File: config.mk
export PLATFORM = sky130hd
export DESIGN_NAME = hcr_top
export DESIGN_NICKNAME = d
export VERILOG_FILES = /design/src/rtl/hcr_pkg.sv /design/src/rtl/hcr_fifo.sv /design/src/rtl/hcr_pkt_ctl.sv /design/src/rtl/hcr_top.sv
export SDC_FILE = /design/constraint.sdc
export NUM_CORES = 1
export LEC_CHECK = 0
export BUFFER_PORTS_ARGS = -buffer_cell sky130_fd_sc_hd__buf_2
export CORE_MARGIN = 1
export CORE_UTILIZATION = 41
export DETAILED_ROUTE_END_ITERATION = 8
export SLEW_MARGIN = 40
export SYNTH_ARGS = -nofsm -noshare
export SYNTH_HDL_FRONTEND = slang
export SYNTH_SLANG_ARGS = --single-unit
File: constraint.sdc
create_clock -name clk -period 6.2 [get_ports clk]
set_clock_uncertainty 0.05 [all_clocks]
set_input_delay 0.93 -clock clk [delete_from_list [all_inputs] [get_ports clk]]
set_output_delay 0.93 -clock clk [all_outputs]
set_load 0.01 [all_outputs]
File: src/rtl/hcr_pkg.sv
package hcr_pkg;
  localparam int DATA_W = 32;
  localparam int BE_W   = DATA_W / 8;

  typedef enum logic [1:0] {
    OP_HASH      = 2'd0,
    OP_CIPH      = 2'd1,
    OP_HASH_CIPH = 2'd2,
    OP_CIPH_HASH = 2'd3
  } op_e;

  typedef struct packed {
    logic              last;
    logic [BE_W-1:0]   be;
    logic [DATA_W-1:0] data;
  } word_t;

  localparam int WORD_W = $bits(word_t);
endpackage

File: src/rtl/hcr_fifo.sv
module hcr_fifo #(
  parameter int W     = 37,
  parameter int DEPTH = 16
) (
  input  logic         clk,
  input  logic         rst_n,
  input  logic         push,
  input  logic [W-1:0] din,
  output logic         full,
  input  logic         pop,
  output logic [W-1:0] dout,
  output logic         empty
);
  localparam int AW = $clog2(DEPTH);

  logic [W-1:0] mem [DEPTH];
  logic [AW:0]  wp, rp;

  assign empty = (wp == rp);
  assign full  = (wp[AW] != rp[AW]) && (wp[AW-1:0] == rp[AW-1:0]);
  assign dout  = mem[rp[AW-1:0]];

  always_ff @(posedge clk) begin
    if (push && !full) mem[wp[AW-1:0]] <= din;
  end

  always_ff @(posedge clk) begin
    if (!rst_n) begin
      wp <= '0;
      rp <= '0;
    end else begin
      if (push && !full) wp <= wp + 1'b1;
      if (pop && !empty) rp <= rp + 1'b1;
    end
  end
endmodule

File: src/rtl/hcr_pkt_ctl.sv
module hcr_pkt_ctl
  import hcr_pkg::*;
#(
  parameter int LEN_W = 16,
  parameter int OFF_W = 8
) (
  input  logic             clk,
  input  logic             rst_n,
  input  logic             cfg_take,
  input  logic             cfg_start,
  input  op_e              cfg_op,
  input  logic [LEN_W-1:0] cfg_len,
  input  logic [OFF_W-1:0] cfg_off,
  input  logic             word_take,
  output logic             active,
  output logic             open_ended,
  output op_e              op,
  output logic             to_h,
  output logic             to_c,
  output logic             w_last,
  output logic [BE_W-1:0]  w_be
);
  localparam int RW = $clog2(BE_W);

  logic             act_q;
  op_e              op_q;
  logic [LEN_W-1:0] len_q, idx_q, nwords;
  logic [OFF_W-1:0] off_q;
  logic [RW-1:0]    rem;
  logic             pre_off;

  assign active     = act_q;
  assign op         = op_q;
  assign open_ended = (len_q == '0);
  assign rem        = len_q[RW-1:0];
  assign nwords     = (len_q >> RW) + LEN_W'(rem != '0);
  assign w_last     = !open_ended && (idx_q == nwords - 1'b1);
  assign pre_off    = idx_q < LEN_W'(off_q);

  always_comb begin
    unique case (op_q)
      OP_HASH:      begin to_h = 1'b1;    to_c = 1'b0;     end
      OP_CIPH:      begin to_h = 1'b0;    to_c = 1'b1;     end
      OP_HASH_CIPH: begin to_h = 1'b1;    to_c = !pre_off; end
      default:      begin to_h = pre_off; to_c = !pre_off; end
    endcase
  end

  always_comb begin
    for (int i = 0; i < BE_W; i++)
      w_be[i] = !w_last || (rem == '0) || (i < int'(rem));
  end

  always_ff @(posedge clk) begin
    if (!rst_n) begin
      act_q <= 1'b0;
      op_q  <= OP_HASH;
      len_q <= '0;
      off_q <= '0;
      idx_q <= '0;
    end else if (cfg_take) begin
      act_q <= cfg_start;
      if (cfg_start) begin
        op_q  <= cfg_op;
        len_q <= cfg_len;
        off_q <= cfg_off;
        idx_q <= '0;
      end
    end else if (word_take) begin
      if (w_last) act_q <= 1'b0;
      if (idx_q != '1) idx_q <= idx_q + 1'b1;
    end
  end
endmodule

File: src/rtl/hcr_top.sv
module hcr_top
  import hcr_pkg::*;
#(
  parameter int FIFO_DEPTH = 16,
  parameter int LEN_W      = 16,
  parameter int OFF_W      = 8
) (
  input  logic              clk,
  input  logic              rst_n,
  input  logic              cfg_we,
  input  logic              cfg_start,
  input  logic [1:0]        cfg_op,
  input  logic [LEN_W-1:0]  cfg_len,
  input  logic [OFF_W-1:0]  cfg_off,
  input  logic              key_ready,
  output logic              op_ready,
  input  logic              in_valid,
  input  logic [DATA_W-1:0] in_data,
  output logic              in_ready,
  output logic              cph_valid,
  output logic [DATA_W-1:0] cph_data,
  output logic [BE_W-1:0]   cph_be,
  output logic              cph_last,
  input  logic              cph_ready,
  output logic              hsh_valid,
  output logic [DATA_W-1:0] hsh_data,
  output logic [BE_W-1:0]   hsh_be,
  output logic              hsh_last,
  input  logic              hsh_ready,
  input  logic              cres_valid,
  input  logic [DATA_W-1:0] cres_data,
  input  logic              cres_last,
  output logic              cres_ready,
  output logic              out_valid,
  output logic [DATA_W-1:0] out_data,
  output logic              out_last,
  input  logic              out_ready
);
  logic active, open_ended, to_h, to_c, w_last;
  logic [BE_W-1:0] w_be;
  op_e  op;

  logic cfg_take, word_take, term_h, term_c;
  logic in_push_h, res_to_h, res_ok, res_push_h;
  logic h_push, h_full, h_empty, h_pop;
  logic c_push, c_full, c_empty, c_pop;
  word_t in_word, res_word, term_word, h_din, c_din, h_dout, c_dout;

  hcr_pkt_ctl #(.LEN_W(LEN_W), .OFF_W(OFF_W)) u_ctl (
    .clk(clk), .rst_n(rst_n),
    .cfg_take(cfg_take), .cfg_start(cfg_start), .cfg_op(op_e'(cfg_op)),
    .cfg_len(cfg_len), .cfg_off(cfg_off), .word_take(word_take),
    .active(active), .open_ended(open_ended), .op(op),
    .to_h(to_h), .to_c(to_c), .w_last(w_last), .w_be(w_be)
  );

  // terminator targets of the packet being closed
  assign term_h   = active && open_ended && (op == OP_HASH || op == OP_HASH_CIPH);
  assign term_c   = active && open_ended && (op != OP_HASH);
  assign op_ready = !active || (open_ended && !(term_h && h_full) && !(term_c && c_full));
  assign cfg_take = cfg_we && op_ready;

  assign in_ready  = active && !cfg_we && !(to_h && h_full) && !(to_c && c_full);
  assign word_take = in_valid && in_ready;
  assign in_push_h = word_take && to_h;

  always_comb begin
    in_word   = '{last: w_last, be: w_be, data: in_data};
    res_word  = '{last: cres_last, be: '1, data: cres_data};
    term_word = '{last: 1'b1, be: '0, data: '0};
  end

  // cipher results: straight to the output, copied to hash in cipher-then-hash
  assign res_to_h   = (op == OP_CIPH_HASH);
  assign res_ok     = !res_to_h || (!h_full && !in_push_h);
  assign cres_ready = out_ready && res_ok;
  assign out_valid  = cres_valid && res_ok;
  assign out_data   = cres_data;
  assign out_last   = cres_last;
  assign res_push_h = cres_valid && cres_ready && res_to_h;

  assign h_push = in_push_h || res_push_h || (cfg_take && term_h);
  assign h_din  = in_push_h ? in_word : (res_push_h ? res_word : term_word);
  assign c_push = (word_take && to_c) || (cfg_take && term_c);
  assign c_din  = word_take ? in_word : term_word;

  assign cph_valid = !c_empty && key_ready;
  assign c_pop     = cph_valid && cph_ready;
  assign hsh_valid = !h_empty;
  assign h_pop     = hsh_valid && hsh_ready;

  hcr_fifo #(.W(WORD_W), .DEPTH(FIFO_DEPTH)) u_hfifo (
    .clk(clk), .rst_n(rst_n), .push(h_push), .din(h_din), .full(h_full),
    .pop(h_pop), .dout(h_dout), .empty(h_empty)
  );

  hcr_fifo #(.W(WORD_W), .DEPTH(FIFO_DEPTH)) u_cfifo (
    .clk(clk), .rst_n(rst_n), .push(c_push), .din(c_din), .full(c_full),
    .pop(c_pop), .dout(c_dout), .empty(c_empty)
  );

  assign hsh_data = h_dout.data;
  assign hsh_be   = h_dout.be;
  assign hsh_last = h_dout.last;
  assign cph_data = c_dout.data;
  assign cph_be   = c_dout.be;
  assign cph_last = c_dout.last;
endmodule

Yosys cells after proc, flatten, opt, wreduce, memory -nomap -nowiden
Memories as Yosys holds them, arrays and structs flattened. A register that Yosys moved wholly into a read port is not among the register bits.
Index checks and enable logic that the tools add are counted.
Widths: inputs -> output; s select.
{"block": "totals", "register_bits": 63, "ramBits": 1184, "inputBits": 101, "elab_cells": 124, "mem_count": 2}
{"block": "classes", "addsub": 7, "n_lt_le_gt_ge": 4, "n_eq_ne": 12, "n_mux": 20, "reduce_logical": 70}
{"name": "u_cfifo.mem", "depth": 16, "width": 37, "rd": 1, "rd_clocked_by_memory_dff": 1, "wr": 1, "line": "hcr_fifo.sv:16", "source": "logic [W-1:0] mem [DEPTH];"}
{"name": "u_hfifo.mem", "depth": 16, "width": 37, "rd": 1, "rd_clocked_by_memory_dff": 1, "wr": 1, "line": "hcr_fifo.sv:16"}
{"op": "$mux 37", "count": 3}
{"op": "$mux 16", "count": 4}
{"op": "$logic_and 1x1->1", "count": 33}
{"op": "$add 5x1->5 const B", "count": 4}
{"op": "$add 16x1->16 const B", "count": 1}
{"op": "$eq 16x16->1", "count": 1}
{"op": "$logic_not 16->1", "count": 1}
{"op": "$lt 16x8->1", "count": 1}
{"op": "$mux 4", "count": 4}
{"op": "$ne 16x16->1 const B", "count": 1}
{"op": "$sub 16x1->16 const B", "count": 1}
{"op": "$add 14x1->15", "count": 1}
{"op": "$logic_not 1->1", "count": 15}
{"op": "$eq 5x5->1", "count": 2}
{"op": "$logic_or 1x1->1", "count": 10}
{"op": "$reduce_bool 2->1", "count": 5}
{"op": "$eq 4x4->1", "count": 2}
{"op": "$mux 1", "count": 7}
{"op": "$eq 2x2->1 const B", "count": 2}
{"op": "$logic_not 2->1", "count": 2}
{"op": "$lt 1x2->1 const A", "count": 2}
{"op": "$pmux 1 s2", "count": 2}
{"op": "$reduce_and 2->1", "count": 2}
{"op": "$reduce_and 3->1", "count": 1}
{"op": "5 further kinds", "count": 6}

Depth between registers and ports, before layout
{"block": "logic_depth", "ltp_word": 20, "ltp_mapped": 13, "mapped_depth_nobuf": 13}

Modules after synthesis
From an unflattened synthesis, not the netlist that was laid out.
{"block": "unflattened", "cells_unflattened": 2360, "area_unflattened_um2": 51035.2}
{"module": "hcr_fifo", "instances": 2, "cells_each": 926, "area_each_um2": 23408.7}
{"module": "hcr_pkt_ctl", "instances": 1, "cells_each": 321, "area_each_um2": 2568.7}
{"module": "hcr_top", "instances": 1, "cells_each": 187, "area_each_um2": 1649.1}

Worst setup path before layout
OpenSTA, ideal clock, no wires.
{"block": "synth_path", "path_type": "reg-to-reg", "startpoint": "register u_ctl.idx_q[5]", "endpoint": "memory u_hfifo.mem[1][0], enable pin", "setup_time_ps": 477, "t_arrival_ps": 4483, "required_time_ps": 5673, "path_slack_ps": 1190, "path_stages_with_launch": 10, "path_buffers": 2, "synth_period_minus_slack_ps": 5010, "cell_sequence": "dfxtp_1 -> ha_1 -> a21o_1 -> a21o_1 -> a221oi_1 -> o21a_1 -> buf_6 -> buf_6 -> o21ai_0 -> nor3_1"}
{"block": "synth_via", "elab_chain_cells": 19, "word_cells_on_any_way": 23}
{"element": "start, declared", "line": "hcr_pkt_ctl.sv:27", "source": "logic [LEN_W-1:0] len_q, idx_q, nwords;"}
{"element": "start signal, assigned", "line": "hcr_pkt_ctl.sv:71", "source": "if (idx_q != '1) idx_q <= idx_q + 1'b1;"}
{"element": "$lt 16x8->1 *", "line": "hcr_pkt_ctl.sv:38", "source": "assign pre_off = idx_q < LEN_W'(off_q);"}
{"element": "$pmux 1 s2 / $logic_not 1->1 (equally long branches)", "line": "hcr_pkt_ctl.sv:41, hcr_pkt_ctl.sv:44, hcr_pkt_ctl.sv:45"}
{"element": "$logic_and 1x1->1 / $pmux 1 s2 (equally long branches)", "line": "hcr_top.sv:63, hcr_pkt_ctl.sv:41"}
{"element": "$logic_not 1->1 / $logic_and 1x1->1 (equally long branches)", "line": "hcr_top.sv:63", "source": "assign in_ready = active && !cfg_we && !(to_h && h_full) && !(to_c && c_full);"}
{"element": "$logic_and 1x1->1 / $logic_not 1->1 (equally long branches)", "line": "hcr_top.sv:63"}
{"element": "$logic_and 1x1->1", "line": "hcr_top.sv:63"}
{"element": "$logic_and 1x1->1", "line": "hcr_top.sv:64", "source": "assign word_take = in_valid && in_ready;"}
{"element": "$logic_and 1x1->1 *", "line": "hcr_top.sv:65", "source": "assign in_push_h = word_take && to_h;"}
{"element": "$logic_not 1->1", "line": "hcr_top.sv:75", "source": "assign res_ok = !res_to_h || (!h_full && !in_push_h);"}
{"element": "$logic_and 1x1->1", "line": "hcr_top.sv:75"}
{"element": "$logic_or 1x1->1", "line": "hcr_top.sv:75"}
{"element": "$logic_and 1x1->1", "line": "hcr_top.sv:76", "source": "assign cres_ready = out_ready && res_ok;"}
{"element": "$logic_and 1x1->1 (2 in series)", "line": "hcr_top.sv:80", "source": "assign res_push_h = cres_valid && cres_ready && res_to_h;"}
{"element": "$logic_or 1x1->1 * (2 in series)", "line": "hcr_top.sv:82", "source": "assign h_push = in_push_h || res_push_h || (cfg_take && term_h);"}
{"element": "$logic_and 1x1->1 *", "line": "hcr_fifo.sv:24", "source": "if (push && !full) mem[wp[AW-1:0]] <= din;"}
{"element": "$mux 1 *", "line": "hcr_fifo.sv:24"}
{"element": "$mux 1 (implied by the code) *", "line": "hcr_fifo.sv:24"}
{"element": "end, declared", "line": "hcr_fifo.sv:16"}
Mark *: on every way between the ends. The rest lies on a longest branch, timed or not.

==> results.md <==
* Synth cell types at 69
* Total GRT Usage at 19.44%
* # setup viols final at 0
* Area contributors post-synth: edfxtp_1 (72%), mux4_2 (17%), dfxtp_1 (2.9%)
* First-pass GRT wire length at 172000 µm
* RSZ-0062 raised after global routing: no
* Syn nets at 2478
* Ports at 214
* DR vias/cell at 5.645
* Syn. warnings at 0
* Async SR Flop Fraction at 0%
* DRC errors left at 0
* Worst Hold Class: flop to flop
* CP max FO at 16
* Register-to-register setup slack at 1.23 ns
* CTS Buf Count at 121
* Worst vdd ir at 0.2307 mV
* DR iter-0 viols at 2378
* Clk sinks at 1255
* Period Utilization, post-route at 80.15%
* Clock Power Share at 42.7%
* Critical path data arrival time at 5.23 ns
* HPWL Detailed at 70540 µm
* Total power per unit cell area at 306.5 nW/µm²
* Setup TNS at 0 ns
* First-pass DRT Iterations at 5
* Crit. Startpoint: u_ctl.len_q[0]
* Vias in the first global route at 25380
* Avg WL per Cell at 27.30 µm
* Total wire length at 117900 µm
* R2R Path Start: u_ctl.len_q[0]
* Cts repair resizes at 0
* H-tree lvl count at 3
* # port buffers at 213
* Post-synth top area cell: edfxtp_1
* Share of the yosys chip area belonging to registers at 74.38%
* Hold_buf cts at 0
* Row cnt at 127
* Detailed-route via count at 24380
* Cell area after placement at 53200 µm²
* NetSw at 3.642 mW
* Worst slew margin at 42.58%
* Bufs on Longest Clock Path at 3
* DIE HEIGHT at 350.2 µm
* Clk slew on worst S/H paths at 0.06 ns
* Max frequency at 201.2 MHz
* Synth-to-Final Area Change at 15.25%
* CTS tree: yes
* Initial antenna violation count at 5
* Logic gate share of total power at 4.6%
* Design Area, Final at 57300 µm²
* Gate Count Post-Synth at 2356
* Leakage power at 17.74 nW
* Post-Syn Area at 49710 µm²
* Crit path to: u_hfifo.mem[0][34]
* Min-delay src: u_ctl.off_q[3]
* Number of fill cells at 9839
* Starting Density at 41.38%
* Crit end category: flop
* Sw Share at 20.74%
* Post-synth top area share at 71.52%
* Chip Width at 350.2 µm
* GP Congestion at 0.8095
* R2R depth at 11
* Avg Cell Area, Syn at 21.10 µm²
* Number of max-cap violations at 0
* Root buf cell: clkbuf_16
* CP Launch Type: flop
* Hold Fails Final Rpt at 0
* Clock latency on the worst-skew pair at 0.71 ns
* Internal Power at 13.92 mW
* WS Path Type: flop to flop
* Synth Register Bits at 1255
* Worst slew pin tran at 0.8613 ns
* Top_reg_cell synth: edfxtp_1
* Nets at 2723
* Tmin final at 4.970 ns
* Status: completed
* Post-CTS Setup Bufs at 0
* Required @ worst endpoint at 6.46 ns
* Total gr overflow at 0
* Share of cells above drive strength 1 at 33.89%
* Core area at 120100 µm²
* DIE AREA at 122700 µm²
* Reg2reg end: u_hfifo.mem[0][34]
* Sequential share of power at 52.7%
* EDFF count, synth at 1184
* Largest net degree at the start of global routing at 86
* Detail Route Antenna Nets at 0
* Pins Over Slew Limit at 0
worst min path at each step:
| stage | endpoint | slack (ns) | cells past startpoint |
|---|---|---|---|
| floorplan | u_ctl.off_q[1] | 0.39 | 2 |
| global placement | u_ctl.off_q[2] | 0.41 | 2 |
| detailed placement | u_ctl.off_q[3] | 0.41 | 2 |
| CTS | u_ctl.len_q[10] | 0.37 | 3 |
| global route | u_ctl.len_q[10] | 0.41 | 3 |
| finish | u_ctl.off_q[3] | 0.41 | 2 |
state kept, by name (all words and copies together) (netlist names), named ones only:
signal and cells:
u_cfifo.mem 592, u_cfifo.rp 5, u_cfifo.wp 5, u_ctl.active 1, u_ctl.idx_q 16, u_ctl.len_q 16, u_ctl.off_q 8, u_ctl.op 2
u_hfifo.mem 592, u_hfifo.rp 5, u_hfifo.wp 5
cells in the final DEF, fill, tap and decap left out, types with 25 or more instances in the layout:
cell / count
a21boi_0: 29
a22o_1: 32
and2_1: 52
buf_2: 212
buf_4: 49
clkbuf_16: 122
clkinv_2: 33
dfxtp_1: 63
edfxtp_1: 1184
inv_1: 25
mux4_2: 370
nand2_1: 83
nand3_1: 25
xnor2_1: 30
layout make-up:
| cell class | instances | area (µm²) | share of cell area [%] |
|---|---|---|---|
| antenna | 1 | 2.502 | 0.004368 |
| clock inverter | 91 | 953.4 | 1.664 |
| timing repair buffer | 285 | 1964 | 3.429 |
| clock buffer | 137 | 3109 | 5.427 |
| sequential | 1255 | 37000 | 64.58 |
| inverter | 26 | 97.59 | 0.1703 |
| multi-input combinational | 912 | 12150 | 21.20 |
| tap | 1612 | 2017 | 3.520 |
routing by layer:
metal / routed length [µm] / part of all wire, % / up-vias / global-route usage (%)
li1: - / - / 10270 / -
met1: 48780 / 41 / 13020 / 26.74
met2: 57960 / 49 / 917 / 31.65
met3: 8256 / 7.0 / 171 / 3.674
met4: 2883 / 2.4 / 4 / 5.686
met5: 23 / 0.020 / - / 0
through the flow:
| step | total power [mW] | instances | utilization (%) | worst slack (ns) | hold WS, ns |
|---|---|---|---|---|---|
| floorplan | 9.972 | 2356 | - | 1.190 | 0.3935 |
| global placement | 10.23 | 4071 | 43.92 | 1.314 | 0.4100 |
| detailed placement | 10.26 | 4089 | 44.28 | 1.264 | 0.4119 |
| CTS | 17.72 | 4317 | 47.67 | 1.229 | 0.3720 |
| global route | 18.08 | 4318 | 47.69 | 1.014 | 0.4085 |
| finish | 17.56 | 4319 | 47.69 | 1.230 | 0.4138 |
Yosys cell counts, drive strengths merged, types with 13 or more instances:
library cell and instances:
a21oi 18, xnor2 30, a22o 32, nand3 25, inv 26, xor2 24
and3 18, mux4 370, nor2 41, clkbuf 86, or4 13, and2 52
o21ai 19, edfxtp 1184, nand2 83, dfxtp 71, buf 77, a21boi 29
ha 21, nor3 21
critical path: stages (launching register included):
cell and delay, ns:
dfxtp_1 0.33, or2_2 0.39, ha_1 0.29, ha_1 0.33
xor2_1 0.20, or3_4 0.38, or2_4 0.27, or3b_1 0.37
mux2_4 0.27, or4_4 0.52, nor4_4 0.65, a31oi_2 0.49
power by group through the flow:
stage | logic (mW) | clock network (mW) | registers (mW)
after floorplan | 0.557 | 0 | 9.42
after global placement | 0.779 | 0 | 9.45
after CTS | 0.828 | 7.63 | 9.26
after detailed placement | 0.825 | 0 | 9.44
after global routing | 0.876 | 7.95 | 9.26
final | 0.808 | 7.50 | 9.26
kinds of logic (layout without fill, tap and decap cells):
| logic type | Yosys count | in the layout | synth area share (%) |
|---|---|---|---|
| DFF | 1255 | 1255 | 74.38 |
| muxes | 376 | 376 | 16.89 |
| and+or+nand+nor | 311 | 311 | 3.317 |
| buffers and inverters | 189 | 539 | 1.732 |
| AOI/OAI and AO/OA | 150 | 150 | 2.202 |
| xor gates and xnor gates | 54 | 54 | 0.9513 |
| adders and majority gates | 21 | 21 | 0.5285 |
| other | 0 | 1 | 0 |
(Power assumes the default switching activity.)
